### config.mk
export PLATFORM = sky130hd
export DESIGN_NAME = ipc_pin_conditioner
export DESIGN_NICKNAME = d
export VERILOG_FILES = /design/src/rtl/ipc_pkg.sv /design/src/rtl/ipc_level_track.sv /design/src/rtl/ipc_action_map.sv /design/src/rtl/ipc_core_state.sv /design/src/rtl/ipc_pin_conditioner.sv
export SDC_FILE = /design/constraint.sdc
export NUM_CORES = 1
export LEC_CHECK = 0
export BUFFER_PORTS_ARGS = -buffer_cell sky130_fd_sc_hd__clkbuf_2
export CORE_MARGIN = 2
export CORE_UTILIZATION = 40
export CTS_CLUSTER_SIZE = 40
export DETAILED_ROUTE_END_ITERATION = 6
export GPL_TIMING_DRIVEN = 0
export PLACE_DENSITY_LB_ADDON = 0.2
export SYNTH_ARGS = -nofsm -noshare
export SYNTH_HDL_FRONTEND = slang
export SYNTH_HIERARCHICAL = 1
export SYNTH_SLANG_ARGS = --single-unit
### constraint.sdc
create_clock -name clk -period 3.3 [get_ports clk]
set_input_delay 0.33 -clock clk [delete_from_list [all_inputs] [get_ports clk]]
set_output_delay 0.33 -clock clk [all_outputs]
set_load 0.02 [all_outputs]
### src/rtl/ipc_pkg.sv
package ipc_pkg;
  localparam int NUM_PINS = 7;
  localparam int PIN_W    = 3;
  localparam int NUM_PEND = 4;

  // pin indices (decoded by the event source, so the order is fixed)
  localparam int PIN_TBEN  = 0;
  localparam int PIN_EXT   = 1;
  localparam int PIN_SMI   = 2;
  localparam int PIN_MCHK  = 3;
  localparam int PIN_CSTOP = 4;
  localparam int PIN_HRST  = 5;
  localparam int PIN_SRST  = 6;

  // pending mask bit positions
  localparam int PB_EXT  = 0;
  localparam int PB_SMI  = 1;
  localparam int PB_MCHK = 2;
  localparam int PB_SRST = 3;
endpackage

### src/rtl/ipc_level_track.sv
module ipc_level_track #(
  parameter int NPINS = 7,
  parameter int IDXW  = 3
) (
  input  logic             clk,
  input  logic             rst_n,
  input  logic             ev_valid,
  input  logic [IDXW-1:0]  ev_pin,
  input  logic             ev_level,
  output logic [NPINS-1:0] lvl_q,
  output logic [NPINS-1:0] rise,
  output logic [NPINS-1:0] fall
);
  logic [NPINS-1:0] lvl_d;
  logic [NPINS-1:0] lvl_en;

  for (genvar p = 0; p < NPINS; p++) begin : g_pin
    logic hit;
    always_comb begin
      hit       = ev_valid && (ev_pin == IDXW'(p));
      rise[p]   = hit && ev_level && !lvl_q[p];
      fall[p]   = hit && !ev_level && lvl_q[p];
      lvl_en[p] = rise[p] || fall[p];
      lvl_d[p]  = ev_level;
    end

    always_ff @(posedge clk or negedge rst_n) begin
      if (!rst_n) begin
        lvl_q[p] <= 1'b0;
      end else if (lvl_en[p]) begin
        lvl_q[p] <= lvl_d[p];
      end
    end
  end
endmodule

### src/rtl/ipc_action_map.sv
module ipc_action_map
  import ipc_pkg::*;
#(
  parameter int NPINS = NUM_PINS,
  parameter int NPEND = NUM_PEND
) (
  input  logic [NPINS-1:0] rise,
  input  logic [NPINS-1:0] fall,
  output logic [NPEND-1:0] pend_set,
  output logic [NPEND-1:0] pend_clr,
  output logic             halt_set,
  output logic             hrst_hit,
  output logic             tb_start,
  output logic             tb_stop
);
  always_comb begin
    pend_set = '0;
    pend_clr = '0;
    // level sensitive, active high
    pend_set[PB_EXT]  = rise[PIN_EXT];
    pend_clr[PB_EXT]  = fall[PIN_EXT];
    pend_set[PB_SMI]  = rise[PIN_SMI];
    pend_clr[PB_SMI]  = fall[PIN_SMI];
    pend_set[PB_SRST] = rise[PIN_SRST];
    pend_clr[PB_SRST] = fall[PIN_SRST];
    // negative edge only
    pend_set[PB_MCHK] = fall[PIN_MCHK];
    halt_set = rise[PIN_CSTOP];
    hrst_hit = rise[PIN_HRST];
    tb_start = rise[PIN_TBEN];
    tb_stop  = fall[PIN_TBEN];
  end
endmodule

### src/rtl/ipc_core_state.sv
module ipc_core_state #(
  parameter int NPEND = 4
) (
  input  logic             clk,
  input  logic             rst_n,
  input  logic [NPEND-1:0] pend_set,
  input  logic [NPEND-1:0] pend_clr,
  input  logic [NPEND-1:0] ack_clr,
  input  logic             halt_set,
  input  logic             hrst_hit,
  input  logic             tb_start,
  input  logic             tb_stop,
  output logic [NPEND-1:0] pend_q,
  output logic             irq_q,
  output logic             halt_q,
  output logic             srst_q,
  output logic             tb_q
);
  logic [NPEND-1:0] pend_d;
  logic             irq_d, halt_d, srst_d, tb_d;

  always_comb begin
    pend_d = ((pend_q & ~ack_clr) & ~pend_clr) | pend_set;
    irq_d  = |pend_d;
    halt_d = halt_q | halt_set;
    srst_d = hrst_hit;
    tb_d   = tb_q;
    if (tb_start) tb_d = 1'b1;
    else if (tb_stop) tb_d = 1'b0;
  end

  always_ff @(posedge clk or negedge rst_n) begin
    if (!rst_n) begin
      pend_q <= '0;
      irq_q  <= 1'b0;
      halt_q <= 1'b0;
      srst_q <= 1'b0;
      tb_q   <= 1'b0;
    end else begin
      pend_q <= pend_d;
      irq_q  <= irq_d;
      halt_q <= halt_d;
      srst_q <= srst_d;
      tb_q   <= tb_d;
    end
  end
endmodule

### src/rtl/ipc_pin_conditioner.sv
module ipc_pin_conditioner
  import ipc_pkg::*;
(
  input  logic                clk,
  input  logic                rst_n,
  input  logic                ev_valid,
  input  logic [PIN_W-1:0]    ev_pin,
  input  logic                ev_level,
  input  logic [NUM_PEND-1:0] ack_clr,
  output logic [NUM_PEND-1:0] pending,
  output logic                irq_req,
  output logic                halt_req,
  output logic                sys_reset_req,
  output logic                tb_run
);
  logic [NUM_PINS-1:0] lvl_q, rise, fall;
  logic [NUM_PEND-1:0] pend_set, pend_clr;
  logic                halt_set, hrst_hit, tb_start, tb_stop;
  logic                ext_lvl;

  assign ext_lvl = lvl_q[PIN_EXT];

  ipc_level_track #(.NPINS(NUM_PINS), .IDXW(PIN_W)) u_track (
    .clk(clk), .rst_n(rst_n), .ev_valid(ev_valid), .ev_pin(ev_pin),
    .ev_level(ev_level), .lvl_q(lvl_q), .rise(rise), .fall(fall)
  );

  ipc_action_map #(.NPINS(NUM_PINS), .NPEND(NUM_PEND)) u_map (
    .rise(rise), .fall(fall), .pend_set(pend_set), .pend_clr(pend_clr),
    .halt_set(halt_set), .hrst_hit(hrst_hit), .tb_start(tb_start),
    .tb_stop(tb_stop)
  );

  ipc_core_state #(.NPEND(NUM_PEND)) u_state (
    .clk(clk), .rst_n(rst_n), .pend_set(pend_set), .pend_clr(pend_clr),
    .ack_clr(ack_clr), .halt_set(halt_set), .hrst_hit(hrst_hit),
    .tb_start(tb_start), .tb_stop(tb_stop), .pend_q(pending),
    .irq_q(irq_req), .halt_q(halt_req), .srst_q(sys_reset_req),
    .tb_q(tb_run)
  );
endmodule

# [After elaboration in Yosys (flattened, before gate mapping)]
# Cells that the tools add are included.
[word_totals] regBits=15 latchBits=0 mem_bits_rw=0 romBits=0 out_inout_bits=8 wordCells=79 mem_count=0
[classes] addsub=0 n_mul=0 div=0 magnitude_cmp=0 eq_ne=6 shifts=0 mux=2 n_bitwise=6 n_reduce_logical=53
[op_table] cell="$logic_and 1x1->1" n=35
[op_table] cell="$eq 3x3->1 const B" n=3
[op_table] cell="$and 4x4->4" n=2
[op_table] cell="$logic_not 1->1" n=8
[op_table] cell="$not 4->4" n=2
[op_table] cell="$logic_or 1x1->1" n=7
[op_table] cell="$eq 3x2->1 const B" n=2
[op_table] cell="$or 4x4->4" n=1
[op_table] cell="$reduce_or 4->1" n=1
[op_table] cell="$eq 3x1->1 const B" n=1
[op_table] cell="$logic_not 3->1" n=1
[op_table] cell="$mux 1" n=2
[op_table] cell="$reduce_bool 2->1" n=1
[op_table] cell="$or 1x1->1" n=1

# [Longest topological paths before layout]
[depth] depth_word=8 mapped_depth=7

# [By module]
# The synthesis kept the hierarchy.
[by_module_without_submodules] mod="ipc_level_track" instances=1 cells_each=47 area_each_um2=566.8
[by_module_without_submodules] mod="ipc_core_state" instances=1 cells_each=20 area_each_um2=274.0
[by_module_without_submodules] mod="ipc_action_map" instances=1 cells_each=13 area_each_um2=93.8

# [Least setup slack after synthesis]
# Ideal clock, no wire load.
[synth_timing] path_type="in2reg" start="input port ev_pin[1]" end="register u_state.irq_q" arrival_time_ns=1.644 required_time_ns=3.161 setup_slack_ns=1.517 stages=7 n_path_buf=2 cell_sequence="buf_4 nand3_1 nor4b_2 buf_4 nor2_1 a21o_1 or4_4"
[synth_between] elab_chain_cells=8
[synth_lines] element="from (decl)" line="ipc_pin_conditioner.sv:7" rtl="input logic [PIN_W-1:0] ev_pin,"
[synth_lines] element="$eq 3x3->1" line="ipc_level_track.sv:20" rtl="hit = ev_valid && (ev_pin == IDXW'(p));"
[synth_lines] element="$logic_and 1x1->1" line="ipc_level_track.sv:20"
[synth_lines] element="$logic_and 1x1->1 (2 in a row)" line="ipc_level_track.sv:22" rtl="fall[p] = hit && !ev_level && lvl_q[p];"
[synth_lines] element="net fall[6]" line="ipc_pin_conditioner.sv:16" rtl="logic [NUM_PINS-1:0] lvl_q, rise, fall;"
[synth_lines] element="$not 4->4" line="ipc_core_state.sv:23" rtl="pend_d = ((pend_q & ~ack_clr) & ~pend_clr) | pend_set;"
[synth_lines] element="$and 4x4->4" line="ipc_core_state.sv:23"
[synth_lines] element="$or 4x4->4" line="ipc_core_state.sv:23"
[synth_lines] element="net u_state.pend_d[3]" line="ipc_core_state.sv:19" rtl="logic [NPEND-1:0] pend_d;"
[synth_lines] element="$reduce_or 4->1" line="ipc_core_state.sv:24" rtl="irq_d = |pend_d;"
[synth_lines] element="net u_state.irq_d" line="ipc_core_state.sv:20" rtl="logic irq_d, halt_d, srst_d, tb_d;"
[synth_lines] element="to (signal assigned)" line="ipc_core_state.sv:41" rtl="irq_q <= irq_d;"
[synth_lines] element="to (decl)" line="ipc_core_state.sv:14" rtl="output logic irq_q,"
# The timed path passes the listed nets, and every way through them passes these cells.
# A chain may end at the register's enable or synchronous reset.

# [Final worst setup path]
# Ends and elaborated chain as after synthesis.

==> flow_summary.json <==
{
  "syn-instance-count": 76,
  "syn_to_final_growth_pct": 17.96,
  "min_from": "ack_clr[1]",
  "grt_max_degree": 16,
  "wl_met3_um": 66,
  "finalCritPeriodShare_pct": 50.74,
  "wire_per_inst_um": 11.35,
  "r2r_start": "u_track/lvl_q[1]$_DFFE_PN0P_",
  "r2r-end": "u_state/irq_q$_DFF_PN0_",
  "critical_path_required_ns": 3.46,
  "min_to": "u_state/pend_q[1]$_DFF_PN0_",
  "ctsResizeCount": 0,
  "drv_slew": 0,
  "synthesis.nets": 87,
  "clock_sinks": 15,
  "syn-cell-area_sq_um": 905.9,
  "ant_nets": 0,
  "power-per-cell-area_nw_per_um2": 401.9,
  "final-instance-count-excl-fill": 127,
  "maxClockFrequency_mhz": 597.3,
  "cts.path.max_buffers": 2,
  "routed.top_layer": "met4",
  "grt_pass1_vias": 620,
  "clockRootBuffer": "clkbuf_4",
  "status": "finished clean",
  "worstPathArrival_ns": 1.84,
  "track_usage_pct": 13.75,
  "power_frac_comb_pct": 22.5,
  "p_leak_nw": 0.5575,
  "path_class": "in2reg",
  "antenna_found_initial": 0,
  "diodes": 0,
  "r2r_slack_ns": 1.78,
  "row_count": 17,
  "cts_max_level": 1,
  "power.share.sequential_pct": 53.4,
  "fin_nets": 111,
  "core_sq_um": 2170,
  "wl_met1_um": 703,
  "timing.final.crit_period_ns": 1.674,
  "hpwlAfterDp_um": 1102,
  "maxCapViolCount": 0,
  "die-area_sq_um": 2662,
  "wl_um": 1442,
  "clkTransAtPathRegs_ns": 0.09,
  "drtIter0Drc": 9,
  "insertion_delay_ns": 0.28,
  "placed_cell_area_sq_um": 1031,
  "power_uw": 429.5,
  "hold_path.class": "in2reg",
  "power.share.clock_pct": 24.1,
  "cts_made_buffers": 3,
  "drc": 0,
  "p_sw_share_pct": 28.20,
  "vias": 598,
  "yosysWarnings": 6,
  "stdcell_area_sq_um": 1069,
  "dr_wl_met2_um": 662,
  "cts_tree": "built",
  "dp_cells": 122,
  "post_cts_buffers": 0,
  "switchingPower_uw": 121.1,
  "crit_fanout": 9,
  "fin_skew_ns": 0.009323,
  "gr-total-overflow": 0,
  "rsz0062_at_grt": "no",
  "avgViaCountPerCell": 4.709,
  "reg2reg_depth": 5,
  "drive_gt1_share_pct": 48.48,
  "fin_tns_setup_ns": 0,
  "cp-end-kind": "register",
  "dp_worst_setup_slack_ns": 1.301,
  "setup_ws_ns": 1.626,
  "ios": 19,
  "start_util_pct": 41.75,
  "ir_drop_uv": 265.2,
  "hold_viol": 0,
  "syn_avg_cell_area_sq_um": 11.92,
  "p_int_uw": 308.4,
  "holdPathStages": 3,
  "critPathLaunchType": "input port",
  "die_h_um": 51.59,
  "setup_viol": 0,
  "globalplace.congestion": 0.6937,
  "port_buffers": 18,
  "first_pass_iters": 4,
  "die_w_um": 51.59,
  "grt_pass1_wl_um": 2697
}
[what timing repair did]
action / CTS / global route
hold endpoints to repair: 15 / 0
hold buffers: 1 / 0
endpoints found under the setup margin: 0 / 0
[power by group through the flow]
| stage | logic, mW | registers [mW] | clock network (mW) |
|---|---|---|---|
| 6_report | 0.0967 | 0.229 | 0.103 |
| 5_1_grt | 0.107 | 0.234 | 0.121 |
| 3_3_place_gp | 0.0958 | 0.232 | 0 |
| 2_1_floorplan | 0.0546 | 0.244 | 0 |
| 3_5_place_dp | 0.0975 | 0.234 | 0 |
| 4_1_cts | 0.0985 | 0.230 | 0.112 |
[state kept, by name, summed over array words and instances (netlist names)]
| register | flops |
|---|---|
| u_track/lvl_q | 7 |
| u_state/pend_q | 4 |
| u_state/halt_q | 1 |
| u_state/irq_q | 1 |
| u_state/srst_q | 1 |
| u_state/tb_q | 1 |
[layout by cell type, fill, tap and decap left out, drive strengths merged]
master / n
nand2: 1
nor3: 2
clkinv: 1
clkbuf: 21
nor2: 5
nand2b: 1
a21o: 5
nor4b: 4
inv: 1
dlygate4sd3: 1
nor4: 1
nor2b: 1
or4: 1
mux2: 7
nand4b: 3
and4bb: 2
dfrtp: 15
nand3: 1
nor3b: 4
nand3b: 1
and4b: 1
conb: 1
buf: 17
nand4bb: 1
or2: 1
[final cells by class]
| type | instances | area [sq um] |
|---|---|---|
| flip-flops and latches | 15 | 375.4 |
| fillers | 215 | 1101 |
| plain buffers | 17 | 128.9 |
| clock buffers | 3 | 22.52 |
| repair buffers | 19 | 100.1 |
| inverters | 1 | 3.754 |
| well taps | 28 | 35.03 |
| multi-input cells | 43 | 397.9 |
| clock inverters | 1 | 5.005 |
[metal layers]
layer,track usage (%),up-vias
met5,0,-
met4,7.895,0
met3,3.736,2
met2,19.66,12
met1,18.55,283
li1,-,301
[per-stage QoR]
stage / utilization [%] / hold WS [ns]
floorplan: - / 0.03441
detailed placement: 47.52 / 0.2740
global route: 49.25 / 0.3411
global placement: 47.52 / 0.2790
CTS: 49.25 / 0.3485
finish: 49.25 / 0.3646
[critical path, stage by stage]
cell      delay, ns
clkbuf_2       0.11
buf_4          0.18
nand3_1        0.12
nor4b_2        0.26
buf_4          0.14
nor2_1         0.03
a21o_1         0.18
or4_4          0.50
[worst max-delay path by stage]
stage / start / cells past startpoint / end
3_5_place_dp: ev_pin[1] / 8 / u_state/irq_q$_DFF_PN0_
5_1_grt: ev_pin[1] / 8 / u_state/irq_q$_DFF_PN0_
2_1_floorplan: ev_pin[1] / 7 / u_state/irq_q$_DFF_PN0_
6_report: ev_pin[1] / 8 / u_state/irq_q$_DFF_PN0_
3_3_place_gp: ev_pin[1] / 8 / u_state/irq_q$_DFF_PN0_
4_1_cts: ev_pin[1] / 8 / u_state/irq_q$_DFF_PN0_
Power figures use the tool's default switching activity.
